### src/rtl/sar_adc_pkg.sv
// Package: shared encodings for the converter controller.
// Assumes a byte-wide bus of at least 8 bits.
package sar_adc_pkg;

    // Engine phases
    typedef enum logic [1:0] {
        ENG_IDLE   = 2'd0,
        ENG_SAMPLE = 2'd1,
        ENG_TRIAL  = 2'd2
    } eng_state_t;

    // Register addresses
    localparam logic [1:0] ADDR_CTRL = 2'd0;
    localparam logic [1:0] ADDR_SEL  = 2'd1;
    localparam logic [1:0] ADDR_RLO  = 2'd2;
    localparam logic [1:0] ADDR_RHI  = 2'd3;

    // Control register bit positions
    localparam int CTRL_EN_BIT   = 7;
    localparam int CTRL_GO_BIT   = 6;
    localparam int CTRL_FLAG_BIT = 4;
    localparam int CTRL_IE_BIT   = 3;

endpackage

### src/rtl/sar_adc_prescale.sv
// Prescaler: produces a half-period tick of the converter clock.
// The converter clock is 2^max(ps,1) system clocks, so the tick comes every
// 2^(max(ps,1)-1) clocks. The counter restarts on a start so that timing is
// fixed from the accepting edge. Assumes ps stays constant during a conversion.
module sar_adc_prescale #(
    parameter int PS_W = 3,
    localparam int CNT_W = (1 << PS_W) - 2
) (
    input  logic            clk,
    input  logic            rst_n,
    input  logic            run,
    input  logic            restart,
    input  logic [PS_W-1:0] ps,
    output logic            half_tick
);

    logic [CNT_W-1:0] cnt;
    logic [PS_W-1:0]  expo;
    logic [CNT_W-1:0] mask;

    // Exponent of the half period; codes 0 and 1 both give one clock
    assign expo = (ps < PS_W'(2)) ? '0 : ps - PS_W'(1);
    // Low-bit mask; wraps to all ones for the largest exponent
    assign mask = (CNT_W'(1) << expo) - CNT_W'(1);
    assign half_tick = run && ((cnt & mask) == mask);

    // Free-running divider, cleared on start or while stopped
    always_ff @(posedge clk) begin
        if (!rst_n) begin
            cnt <= '0;
        end else if (restart || !run) begin
            cnt <= '0;
        end else begin
            cnt <= cnt + CNT_W'(1);
        end
    end

endmodule

### src/rtl/sar_adc_engine.sv
// Engine: bit-trial state machine. Samples for SAMPLE_HALVES half ticks, then
// tests each bit from the MSB down for TRIAL_HALVES half ticks each. Assumes
// cmp_in is settled by the last half tick of a trial.
module sar_adc_engine
    import sar_adc_pkg::*;
#(
    parameter int RES_W         = 10,
    parameter int SAMPLE_HALVES = 3,
    parameter int TRIAL_HALVES  = 2,
    localparam int IDX_W  = $clog2(RES_W),
    localparam int PH_MAX = (SAMPLE_HALVES > TRIAL_HALVES) ? SAMPLE_HALVES : TRIAL_HALVES,
    localparam int PH_W   = (PH_MAX > 1) ? $clog2(PH_MAX) : 1
) (
    input  logic             clk,
    input  logic             rst_n,
    input  logic             en,
    input  logic             start,
    input  logic             half_tick,
    input  logic             cmp_in,
    output logic             busy,
    output logic             sample,
    output logic [RES_W-1:0] dac_code,
    output logic             done,
    output logic [RES_W-1:0] result
);

    eng_state_t       state;
    logic [PH_W-1:0]  phase;
    logic [IDX_W-1:0] idx;
    logic [RES_W-1:0] sar;
    logic [RES_W-1:0] trial_bit;
    logic             trial_end;

    assign trial_bit = RES_W'(1) << idx;
    assign trial_end = (state == ENG_TRIAL) && half_tick
                       && (phase == PH_W'(TRIAL_HALVES - 1));
    assign done      = trial_end && (idx == '0);
    assign busy      = (state != ENG_IDLE);
    assign sample    = (state == ENG_SAMPLE);
    assign dac_code  = (state == ENG_TRIAL) ? (sar | trial_bit) : '0;

    // Phase sequencing and bit decisions
    always_ff @(posedge clk) begin
        if (!rst_n) begin
            state  <= ENG_IDLE;
            phase  <= '0;
            idx    <= '0;
            sar    <= '0;
            result <= '0;
        end else if (start) begin
            state <= ENG_SAMPLE;
            phase <= '0;
        end else if (!en) begin
            state <= ENG_IDLE;
            phase <= '0;
        end else begin
            case (state)
                ENG_SAMPLE: begin
                    if (half_tick) begin
                        if (phase == PH_W'(SAMPLE_HALVES - 1)) begin
                            state <= ENG_TRIAL;
                            phase <= '0;
                            idx   <= IDX_W'(RES_W - 1);
                            sar   <= '0;
                        end else begin
                            phase <= phase + PH_W'(1);
                        end
                    end
                end
                ENG_TRIAL: begin
                    if (half_tick) begin
                        if (!trial_end) begin
                            phase <= phase + PH_W'(1);
                        end else begin
                            phase    <= '0;
                            sar[idx] <= cmp_in;
                            if (idx == '0) begin
                                state  <= ENG_IDLE;
                                result <= {sar[RES_W-1:1], cmp_in};
                            end else begin
                                idx <= idx - IDX_W'(1);
                            end
                        end
                    end
                end
                default: begin
                    phase <= '0;
                end
            endcase
        end
    end

endmodule

### src/rtl/sar_adc_regs.sv
// Register file: control, selection and result registers; the completion
// flag; and the high-byte capture for coherent two-byte reads. A start is
// accepted only when the write also sets enable and the engine is idle.
module sar_adc_regs
    import sar_adc_pkg::*;
#(
    parameter int BYTE_W = 8,
    parameter int RES_W  = 10,
    parameter int PS_W   = 3,
    parameter int CH_W   = 4,
    parameter int REF_W  = 2,
    localparam int WORD_W = 2 * BYTE_W,
    localparam int PAD_W  = WORD_W - RES_W
) (
    input  logic              clk,
    input  logic              rst_n,
    input  logic              bus_wr,
    input  logic              bus_rd,
    input  logic [1:0]        bus_addr,
    input  logic [BYTE_W-1:0] bus_wdata,
    output logic [BYTE_W-1:0] bus_rdata,
    input  logic              busy,
    input  logic              done,
    input  logic [RES_W-1:0]  result,
    output logic              en,
    output logic              start,
    output logic [PS_W-1:0]   ps,
    output logic [CH_W-1:0]   sel_chan,
    output logic [REF_W-1:0]  sel_ref,
    output logic              flag,
    output logic              irq
);

    logic              ie_q;
    logic              left_q;
    logic              held_q;
    logic [BYTE_W-1:0] hold_q;
    logic              wr_ctrl;
    logic              wr_sel;
    logic              rd_lo;
    logic              rd_hi;
    logic [WORD_W-1:0] word_r;
    logic [WORD_W-1:0] word_l;
    logic [WORD_W-1:0] word;
    logic [BYTE_W-1:0] hi_now;

    assign wr_ctrl = bus_wr && (bus_addr == ADDR_CTRL);
    assign wr_sel  = bus_wr && (bus_addr == ADDR_SEL);
    assign rd_lo   = bus_rd && (bus_addr == ADDR_RLO);
    assign rd_hi   = bus_rd && (bus_addr == ADDR_RHI);
    assign start   = wr_ctrl && bus_wdata[CTRL_EN_BIT]
                     && bus_wdata[CTRL_GO_BIT] && !busy;
    assign irq     = flag && ie_q;

    // Justification variants of the result word
    generate
        if (PAD_W > 0) begin : g_pad
            assign word_r = {{PAD_W{1'b0}}, result};
            assign word_l = {result, {PAD_W{1'b0}}};
        end else begin : g_nopad
            assign word_r = result;
            assign word_l = result;
        end
    endgenerate

    assign word   = left_q ? word_l : word_r;
    assign hi_now = word[WORD_W-1:BYTE_W];

    // Control fields written by software
    always_ff @(posedge clk) begin
        if (!rst_n) begin
            en   <= 1'b0;
            ie_q <= 1'b0;
            ps   <= '0;
        end else if (wr_ctrl) begin
            en   <= bus_wdata[CTRL_EN_BIT];
            ie_q <= bus_wdata[CTRL_IE_BIT];
            ps   <= bus_wdata[PS_W-1:0];
        end
    end

    // Selection fields written by software
    always_ff @(posedge clk) begin
        if (!rst_n) begin
            sel_chan <= '0;
            sel_ref  <= '0;
            left_q   <= 1'b0;
        end else if (wr_sel) begin
            sel_chan <= bus_wdata[CH_W-1:0];
            sel_ref  <= bus_wdata[CH_W +: REF_W];
            left_q   <= bus_wdata[BYTE_W-1];
        end
    end

    // Completion flag: setting wins over a write-one clear on the same edge
    always_ff @(posedge clk) begin
        if (!rst_n) begin
            flag <= 1'b0;
        end else if (done) begin
            flag <= 1'b1;
        end else if (wr_ctrl && bus_wdata[CTRL_FLAG_BIT]) begin
            flag <= 1'b0;
        end
    end

    // High-byte capture on a low-byte read, released by a high-byte read
    always_ff @(posedge clk) begin
        if (!rst_n) begin
            held_q <= 1'b0;
            hold_q <= '0;
        end else if (rd_lo) begin
            held_q <= 1'b1;
            hold_q <= hi_now;
        end else if (rd_hi) begin
            held_q <= 1'b0;
        end
    end

    // Read data multiplexer
    always_comb begin
        bus_rdata = '0;
        case (bus_addr)
            ADDR_CTRL: begin
                bus_rdata[CTRL_EN_BIT]   = en;
                bus_rdata[CTRL_GO_BIT]   = busy;
                bus_rdata[CTRL_FLAG_BIT] = flag;
                bus_rdata[CTRL_IE_BIT]   = ie_q;
                bus_rdata[PS_W-1:0]      = ps;
            end
            ADDR_SEL: begin
                bus_rdata[CH_W-1:0]      = sel_chan;
                bus_rdata[CH_W +: REF_W] = sel_ref;
                bus_rdata[BYTE_W-1]      = left_q;
            end
            ADDR_RLO: bus_rdata = word[BYTE_W-1:0];
            default:  bus_rdata = held_q ? hold_q : hi_now;
        endcase
    end

endmodule

### src/rtl/sar_adc_selhold.sv
// Selection gate: passes software selections to the analog side only while
// enabled and idle, latches them on the accepting edge, and holds them
// through a conversion and while disabled.
module sar_adc_selhold #(
    parameter int CH_W  = 4,
    parameter int REF_W = 2
) (
    input  logic             clk,
    input  logic             rst_n,
    input  logic             en,
    input  logic             busy,
    input  logic             start,
    input  logic [CH_W-1:0]  chan_in,
    input  logic [REF_W-1:0] ref_in,
    output logic [CH_W-1:0]  chan_out,
    output logic [REF_W-1:0] ref_out
);

    // Track or hold the selection codes driven to the analog side
    always_ff @(posedge clk) begin
        if (!rst_n) begin
            chan_out <= '0;
            ref_out  <= '0;
        end else if ((en || start) && !busy) begin
            chan_out <= chan_in;
            ref_out  <= ref_in;
        end
    end

endmodule

### src/rtl/sar_adc_ctrl.sv
// Top: digital controller of a successive-approximation converter. Joins
// the register file, prescaler, trial engine and selection gate. Assumes the
// analog comparator output is synchronous to clk.
module sar_adc_ctrl #(
    parameter int BYTE_W        = 8,
    parameter int RES_W         = 10,
    parameter int PS_W          = 3,
    parameter int CH_W          = 4,
    parameter int REF_W         = 2,
    parameter int SAMPLE_HALVES = 3,
    parameter int TRIAL_HALVES  = 2
) (
    input  logic              clk,
    input  logic              rst_n,
    input  logic              bus_wr,
    input  logic              bus_rd,
    input  logic [1:0]        bus_addr,
    input  logic [BYTE_W-1:0] bus_wdata,
    output logic [BYTE_W-1:0] bus_rdata,
    input  logic              cmp_in,
    output logic [RES_W-1:0]  dac_code,
    output logic              sample_hold,
    output logic [CH_W-1:0]   chan_sel,
    output logic [REF_W-1:0]  ref_sel,
    output logic              pwr_dn,
    output logic              irq
);

    logic             en;
    logic             start;
    logic             busy;
    logic             flag;
    logic             conv_done;
    logic             half_tick;
    logic [PS_W-1:0]  ps;
    logic [CH_W-1:0]  sel_chan;
    logic [REF_W-1:0] sel_ref;
    logic [RES_W-1:0] result;

    assign pwr_dn = !en;

    sar_adc_regs #(
        .BYTE_W(BYTE_W), .RES_W(RES_W), .PS_W(PS_W), .CH_W(CH_W), .REF_W(REF_W)
    ) u_regs (
        .clk       (clk),
        .rst_n     (rst_n),
        .bus_wr    (bus_wr),
        .bus_rd    (bus_rd),
        .bus_addr  (bus_addr),
        .bus_wdata (bus_wdata),
        .bus_rdata (bus_rdata),
        .busy      (busy),
        .done      (conv_done),
        .result    (result),
        .en        (en),
        .start     (start),
        .ps        (ps),
        .sel_chan  (sel_chan),
        .sel_ref   (sel_ref),
        .flag      (flag),
        .irq       (irq)
    );

    sar_adc_prescale #(.PS_W(PS_W)) u_prescale (
        .clk       (clk),
        .rst_n     (rst_n),
        .run       (en),
        .restart   (start),
        .ps        (ps),
        .half_tick (half_tick)
    );

    sar_adc_engine #(
        .RES_W(RES_W), .SAMPLE_HALVES(SAMPLE_HALVES), .TRIAL_HALVES(TRIAL_HALVES)
    ) u_engine (
        .clk       (clk),
        .rst_n     (rst_n),
        .en        (en),
        .start     (start),
        .half_tick (half_tick),
        .cmp_in    (cmp_in),
        .busy      (busy),
        .sample    (sample_hold),
        .dac_code  (dac_code),
        .done      (conv_done),
        .result    (result)
    );

    sar_adc_selhold #(.CH_W(CH_W), .REF_W(REF_W)) u_selhold (
        .clk      (clk),
        .rst_n    (rst_n),
        .en       (en),
        .busy     (busy),
        .start    (start),
        .chan_in  (sel_chan),
        .ref_in   (sel_ref),
        .chan_out (chan_sel),
        .ref_out  (ref_sel)
    );

endmodule

### config.mk
export PLATFORM = sky130hd
export DESIGN_NAME = sar_adc_ctrl
export DESIGN_NICKNAME = d
export VERILOG_FILES = /design/src/rtl/sar_adc_pkg.sv /design/src/rtl/sar_adc_prescale.sv /design/src/rtl/sar_adc_engine.sv /design/src/rtl/sar_adc_regs.sv /design/src/rtl/sar_adc_selhold.sv /design/src/rtl/sar_adc_ctrl.sv
export SDC_FILE = /design/constraint.sdc
export NUM_CORES = 1
export LEC_CHECK = 0
export BUFFER_PORTS_ARGS = -buffer_cell sky130_fd_sc_hd__buf_4
export CAP_MARGIN = 5
export CORE_ASPECT_RATIO = 0.7
export CORE_MARGIN = 1
export CORE_UTILIZATION = 53
export DETAILED_ROUTE_END_ITERATION = 6
export GPL_TIMING_DRIVEN = 0
export HOLD_SLACK_MARGIN = 0.05
export PLACE_DENSITY = 0.76
export SYNTH_ARGS = -nofsm -noshare
export SYNTH_HDL_FRONTEND = slang
export SYNTH_SLANG_ARGS = --single-unit
### constraint.sdc
create_clock -name clk -period 3.09 [get_ports clk]
set_clock_uncertainty 0.2 [all_clocks]
set_input_delay 0.309 -clock clk [delete_from_list [all_inputs] [get_ports clk]]
set_output_delay 0.309 -clock clk [all_outputs]
set_load 0.05 [all_outputs]
# Word level (Yosys, flattened, before mapping)
# Index checks and enable logic that the tools add are counted.
[word_totals] wordCells=125 input_bits=15 ff_bits=62 output_inout_bits=27
[classes] mux=39 add_sub_neg=5 magnitude_cmp=3 n_bitwise=5 shift=2 reduce_logical=33 eq_ne=20
[op_table] cell="$mux 10" count=5
[op_table] cell="$mux 4" count=5
[op_table] cell="$pmux 10 s2" count=1
[op_table] cell="$mux 2" count=9
[op_table] cell="$reduce_and 6->1" count=3
[op_table] cell="$mux 16" count=1
[op_table] cell="$logic_and 1x1->1" count=15
[op_table] cell="$pmux 5 s3" count=1
[op_table] cell="$ne 4x2->1 const B" count=3
[op_table] cell="$bwmux 10" count=1
[op_table] cell="$or 10x10->10" count=1
[op_table] cell="$shl 1x4->10 const A" count=1
[op_table] cell="$pmux 1 s3" count=3
[op_table] cell="$eq 2x2->1 const B" count=4
[op_table] cell="$mux 8" count=1
[op_table] cell="$ne 2x1->1 const B" count=4
[op_table] cell="$ne 4x3->1 const B" count=2
[op_table] cell="$pmux 2 s2" count=2
[op_table] cell="$pmux 4 s2" count=1
[op_table] cell="$reduce_and 8->1" count=1
[op_table] cell="$reduce_bool 2->1" count=4
[op_table] cell="$mux 1" count=7
[op_table] cell="$reduce_and 7->1" count=1
[op_table] cell="$add 6x1->6 const B" count=1
[op_table] cell="other kinds (23)" count=30

# Logic depth before layout (Yosys ltp)
[depth] ltp_word=14 depth_mapped=15 depth_no_buf=12

# Hierarchy
# A second synthesis with hierarchy kept.
[unflattened] cells_unflattened=412 hier_area_um2=3532.1
[modules_own_cells] mod="sar_adc_engine" seq_area_each_um2=560.5 cells_per_inst=188 instances=1 area_each_um2=1594.0
[modules_own_cells] mod="sar_adc_regs" seq_area_each_um2=440.4 cells_per_inst=148 instances=1 area_each_um2=1281.2
[modules_own_cells] mod="sar_adc_prescale" seq_area_each_um2=120.1 cells_per_inst=48 instances=1 area_each_um2=401.6
[modules_own_cells] mod="sar_adc_selhold" seq_area_each_um2=120.1 cells_per_inst=27 instances=1 area_each_um2=251.5
[modules_own_cells] mod="sar_adc_ctrl" seq_area_each_um2=0.0 cells_per_inst=1 instances=1 area_each_um2=3.8

# Worst setup path before layout
# Ideal clock, no wire load.
[synth_path] kind="reg-to-reg" from="reg u_regs.ps[1]" to="reg u_engine.sar[3]" stages_incl_launch_ff=15 setup_slack_ns=0.015 synth_period_minus_slack_ns=3.075 n_path_buf=2 arrival_ns=2.757 t_required_ns=2.773 setup_ns=0.117 path_cell_list="dfxtp_1 > inv_1 > ha_1 > nand2b_2 > and2_1 > nand2_1 > ha_1 > nor2_1 > and4_4 > a311oi_2 > and2_1 > buf_6 > buf_4 > nand4_1 > a32o_1"
[synth_between] elab_chain_cells=11 word_cells_on_any_way=14 cone_classes="add/sub: 2; order compare: 1; eq/ne: 4; shift: 1; mux: 1; bitwise: 1; reduce/logical: 4"
[synth_rtl] item="start: declaration" line_no="sar_adc_regs.sv:27" rtl="output logic [PS_W-1:0] ps,"
[synth_rtl] item="start signal: assignment" line_no="sar_adc_regs.sv:78" rtl="ps <= bus_wdata[PS_W-1:0];"
[synth_rtl] item="$sub 3x1->3 or $lt 3x2->1 (tied branches)" line_no="sar_adc_prescale.sv:22" rtl="assign expo = (ps < PS_W'(2)) ? '0 : ps - PS_W'(1);"
[synth_rtl] item="$mux 3 (*)" line_no="sar_adc_prescale.sv:22"
[synth_rtl] item="$shl 1x3->6 (*)" line_no="sar_adc_prescale.sv:24" rtl="assign mask = (CNT_W'(1) << expo) - CNT_W'(1);"
[synth_rtl] item="$sub 6x2->6 (*)" line_no="sar_adc_prescale.sv:24"
[synth_rtl] item="$and 6x6->6" line_no="sar_adc_prescale.sv:25" rtl="assign half_tick = run && ((cnt & mask) == mask);"
[synth_rtl] item="$eq 6x6->1 (*)" line_no="sar_adc_prescale.sv:25"
[synth_rtl] item="$logic_and 1x1->1 (*)" line_no="sar_adc_prescale.sv:25"
[synth_rtl] item="$logic_and 1x1->1" line_no="sar_adc_engine.sv:35" rtl="assign trial_end = (state == ENG_TRIAL) && half_tick"
[synth_rtl] item="$logic_and 1x1->1" line_no="sar_adc_engine.sv:36" rtl="&& (phase == PH_W'(TRIAL_HALVES - 1));"
[synth_rtl] item="$ne 2x1->1 (no line)"
[synth_rtl] item="$reduce_and 7->1 (no line) (*)"
[synth_rtl] item="end signal: indexed assignment" line_no="sar_adc_engine.sv:76" rtl="sar[idx] <= cmp_in;"
[synth_rtl] item="end: declaration" line_no="sar_adc_engine.sv:30" rtl="logic [RES_W-1:0] sar;"
# Every way passes the cells marked *; elsewhere a longest branch is shown, timed or not.
# A chain may end at the register's enable or synchronous reset.

# Worst setup path in the final report
[layout_path] from="reg u_regs.ps[0]" to="reg u_engine.result[5]"
[layout_between] elab_chain_cells=10 word_cells_on_any_way=11 cone_classes="add/sub: 2; order compare: 1; eq/ne: 1; shift: 1; mux: 1; bitwise: 1; reduce/logical: 4"
[layout_rtl] item="$sub 3x1->3 or $lt 3x2->1 (tied branches)" line_no="sar_adc_prescale.sv:22"
[layout_rtl] item="$mux 3 (*)" line_no="sar_adc_prescale.sv:22"
[layout_rtl] item="$shl 1x3->6 (*)" line_no="sar_adc_prescale.sv:24"
[layout_rtl] item="$sub 6x2->6 (*)" line_no="sar_adc_prescale.sv:24"
[layout_rtl] item="$and 6x6->6" line_no="sar_adc_prescale.sv:25"
[layout_rtl] item="$eq 6x6->1 (*)" line_no="sar_adc_prescale.sv:25"
[layout_rtl] item="$logic_and 1x1->1 (*)" line_no="sar_adc_prescale.sv:25"
[layout_rtl] item="$logic_and 1x1->1" line_no="sar_adc_engine.sv:35"
[layout_rtl] item="$logic_and 1x1->1" line_no="sar_adc_engine.sv:36"
[layout_rtl] item="$reduce_and 6->1 (no line) (*)"
[layout_rtl] item="end signal: assignment" line_no="sar_adc_engine.sv:79" rtl="result <= {sar[RES_W-1:1], cmp_in};"
[layout_rtl] item="end: declaration" line_no="sar_adc_engine.sv:24" rtl="output logic [RES_W-1:0] result"
# Marks and branches as above.

==> results.toml <==
[final_layout]
fin_util_pct = 67.6
fill_cells = 578
multi_input_area_um2 = 2350
areaGrowthSynthToFinish_pct = 22.2
drive_gt1_share_pct = 19.4
seq_area_um2 = 1250
fin_nets = 562
diodes = 0
fin_area_um2 = 4610

[clocking]
insertion_delay_ns = 0.34
cts_max_path_buffers = 2
h-tree-depth = 3
cts_root_buf = "clkbuf_8"
cts_tree = "done"
clk_pin_slew_ns = 0.07
numCtsBuffers = 9
clkSinkCount = 62

[timing]
max_freq_mhz = 336
post-route-period-util_pct = 96.2
fin_ws_ns = 0.117
drv_slew = 0
hold_violations = 0
worst_pin_slew_ns = 0.768
hold_slack_ns = 0.0926
maxSlewHeadroom_pct = 48.7
setup_violations = 0
period_needed_ns = 2.97
rsz0062_at_grt = "false"

[synthesis]
synth_top_cell_by_area = "dfxtp_1"
ys_ff_latch = 62
async_flop_share_pct = 0
yosysSeqAreaShare_pct = 32.9
synth_edf_count = 0
syn_inst = 467
ys_types = 69
yosysMostFrequentCell = "nand2_1"
synth_fp_nets = 497
synthTopCellsByArea = "dfxtp_1 (33%), nand2_1 (7.6%), mux2i_1 (7.2%)"
synthTopCellsByCount = "nand2_1 (76), dfxtp_1 (62), nor2_1 (56), a21oi_1 (39), mux2i_1 (27)"
ys_warn_count = 0
avgSynthCellArea_um2 = 8.08
synth_area_um2 = 3770
synth_ff_type = "dfxtp_1"
synth_top_area_share_pct = 32.9

[placement]
post_dp_cell_area_um2 = 4170
dp_hpwl_mm = 7.21
preCtsSetupSlack_ns = -0.426
io_buffer_count = 38
gp_congestion = 0.917

[floorplanning]
core_area_um2 = 6820
die_area_um2 = 7460
die_w_um = 103
start_util_pct = 55.3
fp-row-count = 25
chipHeight_um = 72.6
ios = 42

[drt]
ant_nets = 0
post_drt_via_cell_ratio = 5.80
dr.pass1.iters = 5
route.final.wire_length_mm = 10.5
wl_per_cell_um = 16.6
drc_errors = 0
drt_iter0_markers = 221
vias = 3659

[critical_path]
worst-setup-path-type = "flip-flop to flip-flop"
critPathRequiredTime_ns = 3.16
critPathLaunchType = "flip-flop"
cp_max_fo = 7
rr_worst_depth = 15
cp.arrival_ns = 3.05
worst_setup_path_end_kind = "flip-flop"

[job]
drv_cap = 0

[global_route]
grt_start_max_net_pins = 12
grt_pass1_vias = 3355
grt_usage_pct = 28.6
grt_pass1_wl_mm = 16.2
gr-total-overflow = 0
antenna_found_initial = 0

[power]
ir_drop_v = 0.000225
powerDensity_nw_per_um2 = 377
leakage_uw = 0.00181

[run_status]
outcome = "finished clean"

[hold_path]
hold_path.class = "input pin to flip-flop"
whs_path_depth = 4
[cells by family after synthesis]
kind of cell,synth area share [%]
compound gates,16.9
xor+xnor,1.39
fa+ha+maj,4.98
buf+inv,6.40
flops,32.9
mux,10.7
simple gates,26.7
[path summary, 6_finish.rpt]
path                          from                 end  slack (ns)
setup / recovery      u_regs.ps[0]  u_engine.result[5]        0.12
hold / removal              bus_rd       u_regs.held_q        0.09
setup reg to reg      u_regs.ps[0]  u_engine.result[5]        0.12
hold reg to reg   u_regs.hold_q[5]    u_regs.hold_q[5]        0.26
[layer usage]
layer  wire [um]  vias to the layer above  GRT usage (%)
li1            -                     1788              -
met5           0                        -              0
met2        4690                      159           43.4
met1        4770                     1691           39.7
met4         191                        0           11.7
met3         823                       21           6.03
[metrics by stage]
step	power [uW]	instances	setup TNS, ns
6_report	1740	631	0
5_1_grt	1800	631	0
3_3_place_gp	1020	599	-7.72
4_1_cts	1740	624	0
3_5_place_dp	1020	599	-10.12
2_1_floorplan	968	467	0
[cell type report]
cell class / instances / area share (%)
Buffer: 37 / 4.61
Clock buffer: 10 / 2.77
Clock inverter: 6 / 1.36
Inverter: 13 / 1.06
Multi-Input combinational cell: 355 / 51.0
Sequential cell: 62 / 27.0
Tap cell: 94 / 2.55
Timing Repair Buffer: 54 / 9.61
[flip-flops by register name (all words and copies together), names as in the netlist]
name / count
u_regs.hold_q: 8
u_regs.flag: 1
u_regs.ps: 3
u_engine.idx: 4
u_regs.left_q: 1
u_engine.result: 10
u_engine.sar: 10
u_regs.ie_q: 1
u_regs.sel_ref: 2
u_selhold.chan_out: 4
u_regs.sel_chan: 4
u_selhold.ref_out: 2
u_engine.state: 2
u_regs.held_q: 1
u_engine.phase: 2
u_prescale.cnt: 6
u_regs.en: 1
[critical path: stages, from the launching register on]
cell	delay [ns]
dfxtp_2	0.36
buf_8	0.11
inv_1	0.07
ha_4	0.18
nand2b_4	0.16
and2_4	0.16
nand2_2	0.08
ha_4	0.16
nor2_1	0.05
and4_4	0.20
a311oi_4	0.29
and2_1	0.18
buf_6	0.13
and4_4	0.26
clkbuf_16	0.16
mux2i_1	0.16
[cell usage in the layout (no fill, tap or decap), drive strengths merged, types with 4 or more instances in the layout]
cell type,instances
nand3,16
nor2,56
clkbuf,29
inv,13
o21ai,16
mux2i,27
nor2b,8
nand2b,4
a32o,10
xnor2,4
nand4,12
nand3b,4
clkinv,5
mux4,5
nand2,76
buf,64
and2,4
a21oi,39
dfxtp,62
and3,4
ha,15
dlygate4sd3,8
nor3,6
[power breakdown]
part | internal (uW) | switching (uW) | total, uW
combinational | 90.6 | 136 | 227
sequential | 806 | 6.26 | 812
clock | 371 | 329 | 700
total | 1270 | 471 | 1740
[timing repair]
item	4_1_cts	5_1_grt
gates cloned	0	1
hold buffers	8	0
endpoints found under the setup margin	29	27
gates resized for setup	14	8
buffers inserted	1	6
pin swaps	2	6
endpoints found under the hold margin	13	0
Power figures use the tool's default switching activity.
